--- src/rtl/trc_rec_pkg.sv ---
package trc_rec_pkg;
  localparam int unsigned TRC_AW  = 32;
  localparam int unsigned TRC_SZW = 5;
  localparam int unsigned TRC_PW  = 2 * TRC_AW;

  typedef struct packed {
    logic              is_exc;
    logic [TRC_AW-1:0] src;
    logic [TRC_AW-1:0] dst;
    logic [TRC_AW-1:0] resume;
  } trc_event_t;

  // destination word in the upper half, source word in the lower half
  typedef struct packed {
    logic [TRC_AW-1:0] dst_w;
    logic [TRC_AW-1:0] src_w;
  } trc_pkt_t;

  function automatic logic [TRC_AW-1:0] trc_word(input logic [TRC_AW-1:0] addr,
                                                 input logic flag);
    return {addr[TRC_AW-1:1], flag};
  endfunction
endpackage

--- src/rtl/trc_rec_ctrl.sv ---
module trc_rec_ctrl (
  input  logic clk,
  input  logic rst_n,
  input  logic trig_start,
  input  logic trig_stop,
  output logic recording
);
  always_ff @(posedge clk or negedge rst_n) begin
    if (!rst_n)          recording <= 1'b0;
    else if (trig_stop)  recording <= 1'b0;
    else if (trig_start) recording <= 1'b1;
  end

  assert_stop_wins_R8: assert property (@(posedge clk) disable iff (!rst_n)
    trig_stop |=> !recording);
  assert_start_R8: assert property (@(posedge clk) disable iff (!rst_n)
    (trig_start && !trig_stop) |=> recording);
endmodule

--- src/rtl/trc_pkt_builder.sv ---
module trc_pkt_builder
  import trc_rec_pkg::*;
(
  input  logic       clk,
  input  logic       rst_n,
  input  logic       recording,
  input  logic       ev_valid,
  output logic       ev_ready,
  input  trc_event_t ev,
  output logic       pkt_valid,
  input  logic       pkt_ready,
  output trc_pkt_t   pkt
);
  logic              q_valid;
  trc_event_t        q_ev;
  logic              pend2;
  logic [TRC_AW-1:0] pend_code;
  logic [TRC_AW-1:0] pend_res;
  logic              out_valid;
  trc_pkt_t          out_pkt;

  logic out_free, q_drain, ev_take;

  always_comb begin
    out_free = !out_valid || pkt_ready;
    q_drain  = q_valid && out_free && !pend2;
    ev_ready = !q_valid || q_drain;
    ev_take  = ev_valid && ev_ready && recording;
  end

  // output slot: second exception packet has priority over the queue
  always_ff @(posedge clk or negedge rst_n) begin
    if (!rst_n) begin
      out_valid <= 1'b0;
      out_pkt   <= '0;
      pend2     <= 1'b0;
      pend_code <= '0;
      pend_res  <= '0;
    end else if (out_free) begin
      if (pend2) begin
        out_valid     <= 1'b1;
        out_pkt.src_w <= trc_word(pend_code, 1'b1);
        out_pkt.dst_w <= trc_word(pend_res, 1'b0);
        pend2         <= 1'b0;
      end else if (q_valid) begin
        out_valid     <= 1'b1;
        out_pkt.src_w <= trc_word(q_ev.src, 1'b0);
        out_pkt.dst_w <= trc_word(q_ev.dst, 1'b0);
        pend2         <= q_ev.is_exc;
        pend_code     <= q_ev.dst;
        pend_res      <= q_ev.resume;
      end else begin
        out_valid <= 1'b0;
      end
    end
  end

  // one-entry holding queue
  always_ff @(posedge clk or negedge rst_n) begin
    if (!rst_n) begin
      q_valid <= 1'b0;
      q_ev    <= '0;
    end else begin
      if (q_drain) q_valid <= 1'b0;
      if (ev_take) begin
        q_valid <= 1'b1;
        q_ev    <= ev;
      end
    end
  end

  assign pkt_valid = out_valid;
  assign pkt       = out_pkt;

  assert_hold_R4: assert property (@(posedge clk) disable iff (!rst_n)
    (pkt_valid && !pkt_ready) |=> (pkt_valid && $stable(pkt)));
  assert_pend_slot_R3: assert property (@(posedge clk) disable iff (!rst_n)
    pend2 |-> out_valid);
  assert_second_follows_R2: assert property (@(posedge clk) disable iff (!rst_n)
    (pkt_valid && pkt_ready && pend2) |=> (pkt_valid && pkt.src_w[0]));
  assert_no_loss_R3: assert property (@(posedge clk) disable iff (!rst_n)
    (q_valid && !q_drain) |=> q_valid);
endmodule

--- src/rtl/trc_wr_ptr.sv ---
module trc_wr_ptr
  import trc_rec_pkg::*;
#(
  parameter int unsigned MIN_LOG2 = 4
) (
  input  logic               clk,
  input  logic               rst_n,
  input  logic [TRC_AW-1:0]  cfg_base,
  input  logic [TRC_SZW-1:0] cfg_size_log2,
  input  logic               cfg_load,
  input  logic               adv,
  output logic [TRC_AW-1:0]  wr_ptr,
  output logic               wrapped
);
  localparam int unsigned PKT_BYTES = TRC_PW / 8;
  localparam int unsigned MAX_LOG2  = TRC_AW - 1;

  logic [TRC_SZW-1:0] eff_log2;
  logic [TRC_AW-1:0]  mask, step, offs, nxt;
  logic               hit;

  always_comb begin
    eff_log2 = cfg_size_log2;
    if (eff_log2 < TRC_SZW'(MIN_LOG2)) eff_log2 = TRC_SZW'(MIN_LOG2);
    if (int'(eff_log2) > MAX_LOG2)     eff_log2 = TRC_SZW'(MAX_LOG2);
    mask = ~({TRC_AW{1'b1}} << eff_log2);
    step = wr_ptr + TRC_AW'(PKT_BYTES);
    offs = step & mask;
    hit  = (offs == '0);
    nxt  = (wr_ptr & ~mask) | offs;
  end

  always_ff @(posedge clk or negedge rst_n) begin
    if (!rst_n) begin
      wr_ptr  <= '0;
      wrapped <= 1'b0;
    end else if (cfg_load) begin
      wr_ptr  <= cfg_base & ~mask;
      wrapped <= 1'b0;
    end else if (adv) begin
      wr_ptr <= nxt;
      if (hit) wrapped <= 1'b1;
    end
  end

  assert_align_R5: assert property (@(posedge clk) disable iff (!rst_n)
    wr_ptr[2:0] == 3'b000);
  assert_wrap_sets_R6: assert property (@(posedge clk) disable iff (!rst_n)
    (adv && !cfg_load && hit) |=> wrapped);
  assert_wrap_sticky_R6: assert property (@(posedge clk) disable iff (!rst_n)
    (wrapped && !cfg_load) |=> wrapped);
  assert_load_clears_R6: assert property (@(posedge clk) disable iff (!rst_n)
    cfg_load |=> !wrapped);
endmodule

--- src/rtl/trc_branch_recorder.sv ---
module trc_branch_recorder
  import trc_rec_pkg::*;
#(
  parameter int unsigned MIN_LOG2 = 4
) (
  input  logic               clk,
  input  logic               rst_n,
  input  logic [TRC_AW-1:0]  cfg_base,
  input  logic [TRC_SZW-1:0] cfg_size_log2,
  input  logic               cfg_load,
  input  logic               trig_start,
  input  logic               trig_stop,
  input  logic               ev_valid,
  output logic               ev_ready,
  input  logic               ev_exc,
  input  logic [TRC_AW-1:0]  ev_src,
  input  logic [TRC_AW-1:0]  ev_dst,
  input  logic [TRC_AW-1:0]  ev_resume,
  output logic               mem_valid,
  input  logic               mem_ready,
  output logic [TRC_AW-1:0]  mem_addr,
  output logic [TRC_PW-1:0]  mem_wdata,
  output logic [TRC_AW-1:0]  wr_ptr,
  output logic               wrap_flag
);
  logic       recording;
  trc_event_t ev;
  trc_pkt_t   pkt;

  assign ev = '{is_exc: ev_exc, src: ev_src, dst: ev_dst, resume: ev_resume};

  trc_rec_ctrl u_ctrl (
    .clk       (clk),
    .rst_n     (rst_n),
    .trig_start(trig_start),
    .trig_stop (trig_stop),
    .recording (recording)
  );

  trc_pkt_builder u_build (
    .clk      (clk),
    .rst_n    (rst_n),
    .recording(recording),
    .ev_valid (ev_valid),
    .ev_ready (ev_ready),
    .ev       (ev),
    .pkt_valid(mem_valid),
    .pkt_ready(mem_ready),
    .pkt      (pkt)
  );

  trc_wr_ptr #(.MIN_LOG2(MIN_LOG2)) u_ptr (
    .clk          (clk),
    .rst_n        (rst_n),
    .cfg_base     (cfg_base),
    .cfg_size_log2(cfg_size_log2),
    .cfg_load     (cfg_load),
    .adv          (mem_valid && mem_ready),
    .wr_ptr       (wr_ptr),
    .wrapped      (wrap_flag)
  );

  assign mem_addr  = wr_ptr;
  assign mem_wdata = pkt;

  assert_addr_hold_R4: assert property (@(posedge clk) disable iff (!rst_n)
    (mem_valid && !mem_ready && !cfg_load) |=> $stable(mem_addr));
endmodule

--- config.mk ---
export PLATFORM = sky130hd
export DESIGN_NAME = trc_branch_recorder
export DESIGN_NICKNAME = d
export VERILOG_FILES = /design/src/rtl/trc_rec_pkg.sv /design/src/rtl/trc_rec_ctrl.sv /design/src/rtl/trc_pkt_builder.sv /design/src/rtl/trc_wr_ptr.sv /design/src/rtl/trc_branch_recorder.sv
export SDC_FILE = /design/constraint.sdc
export NUM_CORES = 1
export LEC_CHECK = 0
export BUFFER_PORTS_ARGS = -buffer_cell sky130_fd_sc_hd__buf_2
export CAP_MARGIN = 20
export CORE_ASPECT_RATIO = 0.6
export CORE_MARGIN = 2
export CORE_UTILIZATION = 34
export DETAILED_ROUTE_END_ITERATION = 10
export GPL_ROUTABILITY_DRIVEN = 0
export PLACE_DENSITY_LB_ADDON = 0.3
export SYNTH_ARGS = -nofsm -noshare
export SYNTH_HDL_FRONTEND = slang
export SYNTH_HIERARCHICAL = 1
export SYNTH_SLANG_ARGS = --single-unit
export TNS_END_PERCENT = 100
--- constraint.sdc ---
create_clock -name clk -period 6 [get_ports clk]
set_clock_uncertainty 0.1 [all_clocks]
set_input_delay 0 -clock clk [delete_from_list [all_inputs] [get_ports clk]]
set_output_delay 0 -clock clk [all_outputs]
set_load 0.01 [all_outputs]
; ---- After elaboration in Yosys (flattened, before gate mapping)
; Index checks and enable logic that the tools add are counted.
[word_totals]
regBits = 262
inputBits = 141
out_inout_bits = 131
word_cells = 59
[op_classes]
add_sub_neg = 1
n_lt_le_gt_ge = 1
shifts = 1
mux = 16
n_bitwise = 7
reduce_logical = 19
[op_table]
columns = op, n
row1 = $mux 64, 2
row2 = $and 32x32->32, 3
row3 = $mux 32, 2
row4 = $not 32->32, 2
row5 = $add 32x4->32 const B, 1
row6 = $logic_not 32->1, 1
row7 = $or 32x32->32, 1
row8 = $shl 32x5->32 const A, 1
row9 = $mux 1, 11
row10 = $reduce_bool 2->1, 5
row11 = $logic_and 1x1->1, 5
row12 = $lt 5x3->1 const B, 1
row13 = $mux 5, 1
row14 = $reduce_and 2->1, 2
row15 = $logic_not 1->1, 3
row16 = $reduce_and 3->1, 1
row17 = $logic_or 1x1->1, 2
row18 = $not 1->1, 1

; ---- Logic depth before layout (Yosys ltp)
[logic_depth]
ltp_word = 9
ltp_mapped = 10
ltp_nobuf = 9

; ---- Hierarchy
; Netlist, hierarchy kept.
[modules_own_cells]
columns = module, n_inst, cells_per_inst, area_per_inst_um2, seq_area_each_um2
row1 = trc_pkt_builder, 1, 555, 9097.5, 5555.3
row2 = trc_wr_ptr, 1, 343, 2681.3, 825.8
row3 = trc_branch_recorder, 1, 33, 246.5, 0.0
row4 = trc_rec_ctrl, 1, 2, 35.0, 25.0

; ---- Worst setup path before layout
; OpenSTA, ideal clock, no wires.
[synth_path]
kind = register to register
startpoint = register u_ptr.wr_ptr[3]
endpoint = register u_ptr.wrapped
setup_ps = 78
arrival_ps = 2318
t_required_ps = 5822
setup_slack_ps = 3504
stages_incl_launch_ff = 10
n_path_buf = 1
period_less_slack_ps = 2496
path_cell_list = dfrtp_1 > ha_1 > nand3_2 > or4_4 > buf_6 > o21ai_2 > a21boi_1 > a2111oi_2 > o2111ai_1 > o2bb2ai_1
[synth_between]
elab_chain_len = 5
[synth_rtl]
columns = element, line_no
row1 = from (decl), trc_wr_ptr.sv:12  ; output logic [TRC_AW-1:0] wr_ptr,
row2 = from (signal assigned), trc_wr_ptr.sv:38  ; wr_ptr <= cfg_base & ~mask;
row3 = from (signal assigned), trc_wr_ptr.sv:41  ; wr_ptr <= nxt;
row4 = $add 32x4->32, trc_wr_ptr.sv:27  ; step = wr_ptr + TRC_AW'(PKT_BYTES);
row5 = $and 32x32->32, trc_wr_ptr.sv:28  ; offs = step & mask;
row6 = $logic_not 32->1, trc_wr_ptr.sv:29  ; hit = (offs == '0);
row7 = $reduce_bool 2->1 (no line), -
row8 = $reduce_and 2->1 (no line), -
row9 = to (signal assigned), trc_wr_ptr.sv:36  ; wrapped <= 1'b0;
row10 = to (signal assigned), trc_wr_ptr.sv:39  ; wrapped <= 1'b0;
row11 = to (signal assigned), trc_wr_ptr.sv:42  ; if (hit) wrapped <= 1'b1;
row12 = to (decl), trc_wr_ptr.sv:13  ; output logic wrapped
; No other way between the ends.
; A chain may end at the register's enable or synchronous reset.

==> results.sh <==
export IMPL_outcome="completed"
export IMPL_wl_per_cell_um=19.1
export IMPL_synth_simple_gate_area_share_pct=6.80
export IMPL_cp_arrival_ps=3860
export IMPL_hold_path_class="in -> reg"
export IMPL_path_class="reg -> reg"
export IMPL_multi_input_area_um2=5070
export IMPL_synth_nets=1076
export IMPL_tightestPinTransition_ps=968
export IMPL_fin_tns_setup_ps=0
export IMPL_core_area_um2=34900
export IMPL_clock_sinks=256
export IMPL_track_usage_pct=18.3
export IMPL_final_layout_size_suffix_gt1_share_pct=46.0
export IMPL_port_buffers=263
export IMPL_synth_compound_area_share_pct=4.87
export IMPL_setup_viol=0
export IMPL_async_flop_share_pct=100
export IMPL_dr_wl_met3_mm=2.72
export IMPL_fin_nets=1463
export IMPL_cp_end_kind="register"
export IMPL_maxUsedRoutingLayer="met4"
export IMPL_htree_num_levels=1
export IMPL_post_cts_resized=0
export IMPL_syn2layout_area_growth_pct=34.5
export IMPL_max_cap_viol_count=0
export IMPL_grt_overflow_total=0
export IMPL_antenna_found_initial=0
export IMPL_min_period_over_period_pct=58.8
export IMPL_die_area_um2=37000
export IMPL_synth_xor_xnor_area_share_pct=2.83
export IMPL_avgSynthCellArea_um2=12.9
export IMPL_dp_cells=1584
export IMPL_syn_inst=933
export IMPL_crit_fanout=12
export IMPL_m1WireLength_mm=16.1
export IMPL_fin_cells=1807
export IMPL_cts_setup_buffers=0
export IMPL_io_pins=272
export IMPL_routed_via_density=4.98
export IMPL_cp_required_ps=6340
export IMPL_cts_buffers=26
export IMPL_synth_ff_type="dfrtp_1"
export IMPL_drt_wl_total_mm=34.5
export IMPL_hpwlAfterDp_mm=22.3
export IMPL_finalHoldViolCount=0
export IMPL_rsz0062_at_grt="false"
export IMPL_synth_edf_count=0
export IMPL_die_width_um=247
export IMPL_clk_pin_slew_ps=70
export IMPL_hold_buffers=174
export IMPL_antenna_left=0
export IMPL_grt_pass1_wl_mm=52.5
export IMPL_wl_met2_mm=14.9
export IMPL_cts_root_buf="clkbuf_16"
export IMPL_netlist_area_um2=12100
export IMPL_die_height_um=150
export IMPL_irDropWorstVdd_mv=0.254
export IMPL_leakagePower_nw=7.16
export IMPL_fin_crit_ps=3530
export IMPL_clockBufferDepth=3
export IMPL_grt_max_degree=165
export IMPL_num_rows=53
export IMPL_synth_seq_area_share_pct=53.1
export IMPL_firstDrtPassIters=6
export IMPL_yosys_warnings=6
export IMPL_power_density_nw_per_um2=463
export IMPL_synth_adder_area_share_pct=0.207
export IMPL_synth_seq_cells=256
export IMPL_insertion_delay_ps=550
export IMPL_remaining_drc_errors=0
export IMPL_synth_top_family_by_area="multiplexers"
export IMPL_drt_iter0_markers=703
export IMPL_start_kind="register"
export IMPL_r2r_slack_ps=2470
export IMPL_holdWs_ps=97.1
export IMPL_n_antenna_cell=0
export IMPL_power_mw=7.50
export IMPL_max_freq_mhz=284
export IMPL_start_util_pct=34.5
export IMPL_grt_pass1_vias=9124
export IMPL_cts_tree="done"
export IMPL_dr_total_vias=9007
export IMPL_seq_area_um2=6410
export IMPL_reg2reg_depth=8
export IMPL_synth_mux_area_share_pct=27.1
export IMPL_nFillCells=3177
export IMPL_relSlewSlack_pct=35.5
export IMPL_netlist_cell_type_count=64
export IMPL_final_max_slew_violation_count=0
[cell families after synthesis]
family                   Yosys count
multiplexers                     285
AND/OR/NAND/NOR                  161
flip-flops                       256
XOR/XNOR                          39
AO/OA/AOI/OAI                     88
other                              2
buffers and inverters            100
adder cells (fa/ha/maj)            2
[worst min path at each step]
| stage | cells past startpoint | endpoint | from |
|---|---|---|---|
| after floorplan | 0 | u_build/pend2$_DFFE_PN0N_ | rst_n |
| after global placement | 1 | u_build/pkt[60]$_DFFE_PN0P_ | rst_n |
| after detailed placement | 1 | u_build/pkt[60]$_DFFE_PN0P_ | rst_n |
| after CTS | 5 | register | cfg_size_log2[4] |
| after global routing | 3 | u_build/q_ev[58]$_DFFE_PN0P_ | ev_dst[26] |
| final | 4 | u_ptr/wrapped$_DFFE_PN0P_ | cfg_size_log2[4] |
[layout by cell type (no fill, tap or decap), types with 3 or more instances in the layout]
cell and instances:
a31oi_1 3, nor2b_1 5, clkbuf_1 3, nand4_1 13
inv_1 8, clkinv_2 8, o22ai_1 15, nor4_1 7
nand2_1 51, buf_12 3, and2_1 3, dfrtp_1 255
nor3_1 11, o31ai_1 3, buf_4 10, mux2_2 263
or3_1 5, a221oi_1 4, xnor2_1 24, and3_1 9
o21ai_0 16, nand3_1 23, a211oi_1 5, bufinv_16 5
mux2_4 18, mux2i_1 4, dlygate4sd3_1 173, a21oi_1 21
xor2_1 15, nor2_1 20, buf_2 262, clkbuf_16 26
[Yosys cell counts, types with 3 or more instances]
cell type | instances | area share, %
mux2_2 | 263 | 25
dfrtp_1 | 256 | 53
nand2_1 | 51 | 1.6
buf_4 | 40 | 2.5
buf_2 | 26 | 1.1
xnor2_1 | 24 | 1.7
nand3_1 | 23 | 0.95
a21oi_1 | 21 | 0.87
nor2_1 | 20 | 0.62
clkbuf_1 | 18 | 0.56
mux2_4 | 18 | 2.2
o21ai_0 | 16 | 0.66
o22ai_1 | 15 | 0.78
xor2_1 | 15 | 1.1
nand4_1 | 13 | 0.67
nor3_1 | 11 | 0.46
and3_1 | 9 | 0.47
inv_1 | 8 | 0.25
nor4_1 | 7 | 0.36
a211oi_1 | 5 | 0.31
nor2b_1 | 5 | 0.26
or3_1 | 5 | 0.26
a221oi_1 | 4 | 0.29
mux2i_1 | 4 | 0.33
a31oi_1 | 3 | 0.16
and2_1 | 3 | 0.16
o31ai_1 | 3 | 0.19
[power by group]
group / leakage [nW] / switching [mW] / internal [mW]
registers: 3.04 / 0.537 / 2.54
clock network: 0.456 / 0.716 / 1.04
logic: 3.66 / 1.08 / 1.59
[worst max-delay path, cell delays in order, from the launching register on]
cell	delay, ps
dfrtp_1	550
nand4_1	570
nor4_1	600
and3_1	250
and3_1	300
nand3_1	160
xor2_1	180
o22ai_1	100
dlygate4sd3_1	590
[per-stage QoR]
step / worst slack [ps] / util [%] / area [um2]
after CTS: 2560 / 46.3 / 16200
after global placement: 2850 / 38.7 / 13500
final: 2470 / 46.4 / 16200
after global routing: 2280 / 46.4 / 16200
after detailed placement: 2790 / 38.7 / 13500
after floorplan: 3500 / - / 12100
[metal layers]
layer / track usage [%] / up-vias
met5: 0 / -
met1: 26.8 / 4557
li1: - / 4104
met2: 26.6 / 298
met4: 4.67 / 0
met3: 4.97 / 48
[cell type report]
| class | instances | area share, % |
|---|---|---|
| Multi-Input combinational cell | 577 | 31.3 |
| Sequential cell | 256 | 39.5 |
| Clock inverter | 17 | 1.43 |
| Inverter | 10 | 0.231 |
| Clock buffer | 31 | 4.25 |
| Timing Repair Buffer | 449 | 19.7 |
| Tap cell | 467 | 3.60 |
No activity file was read; power rests on OpenSTA's default activity.
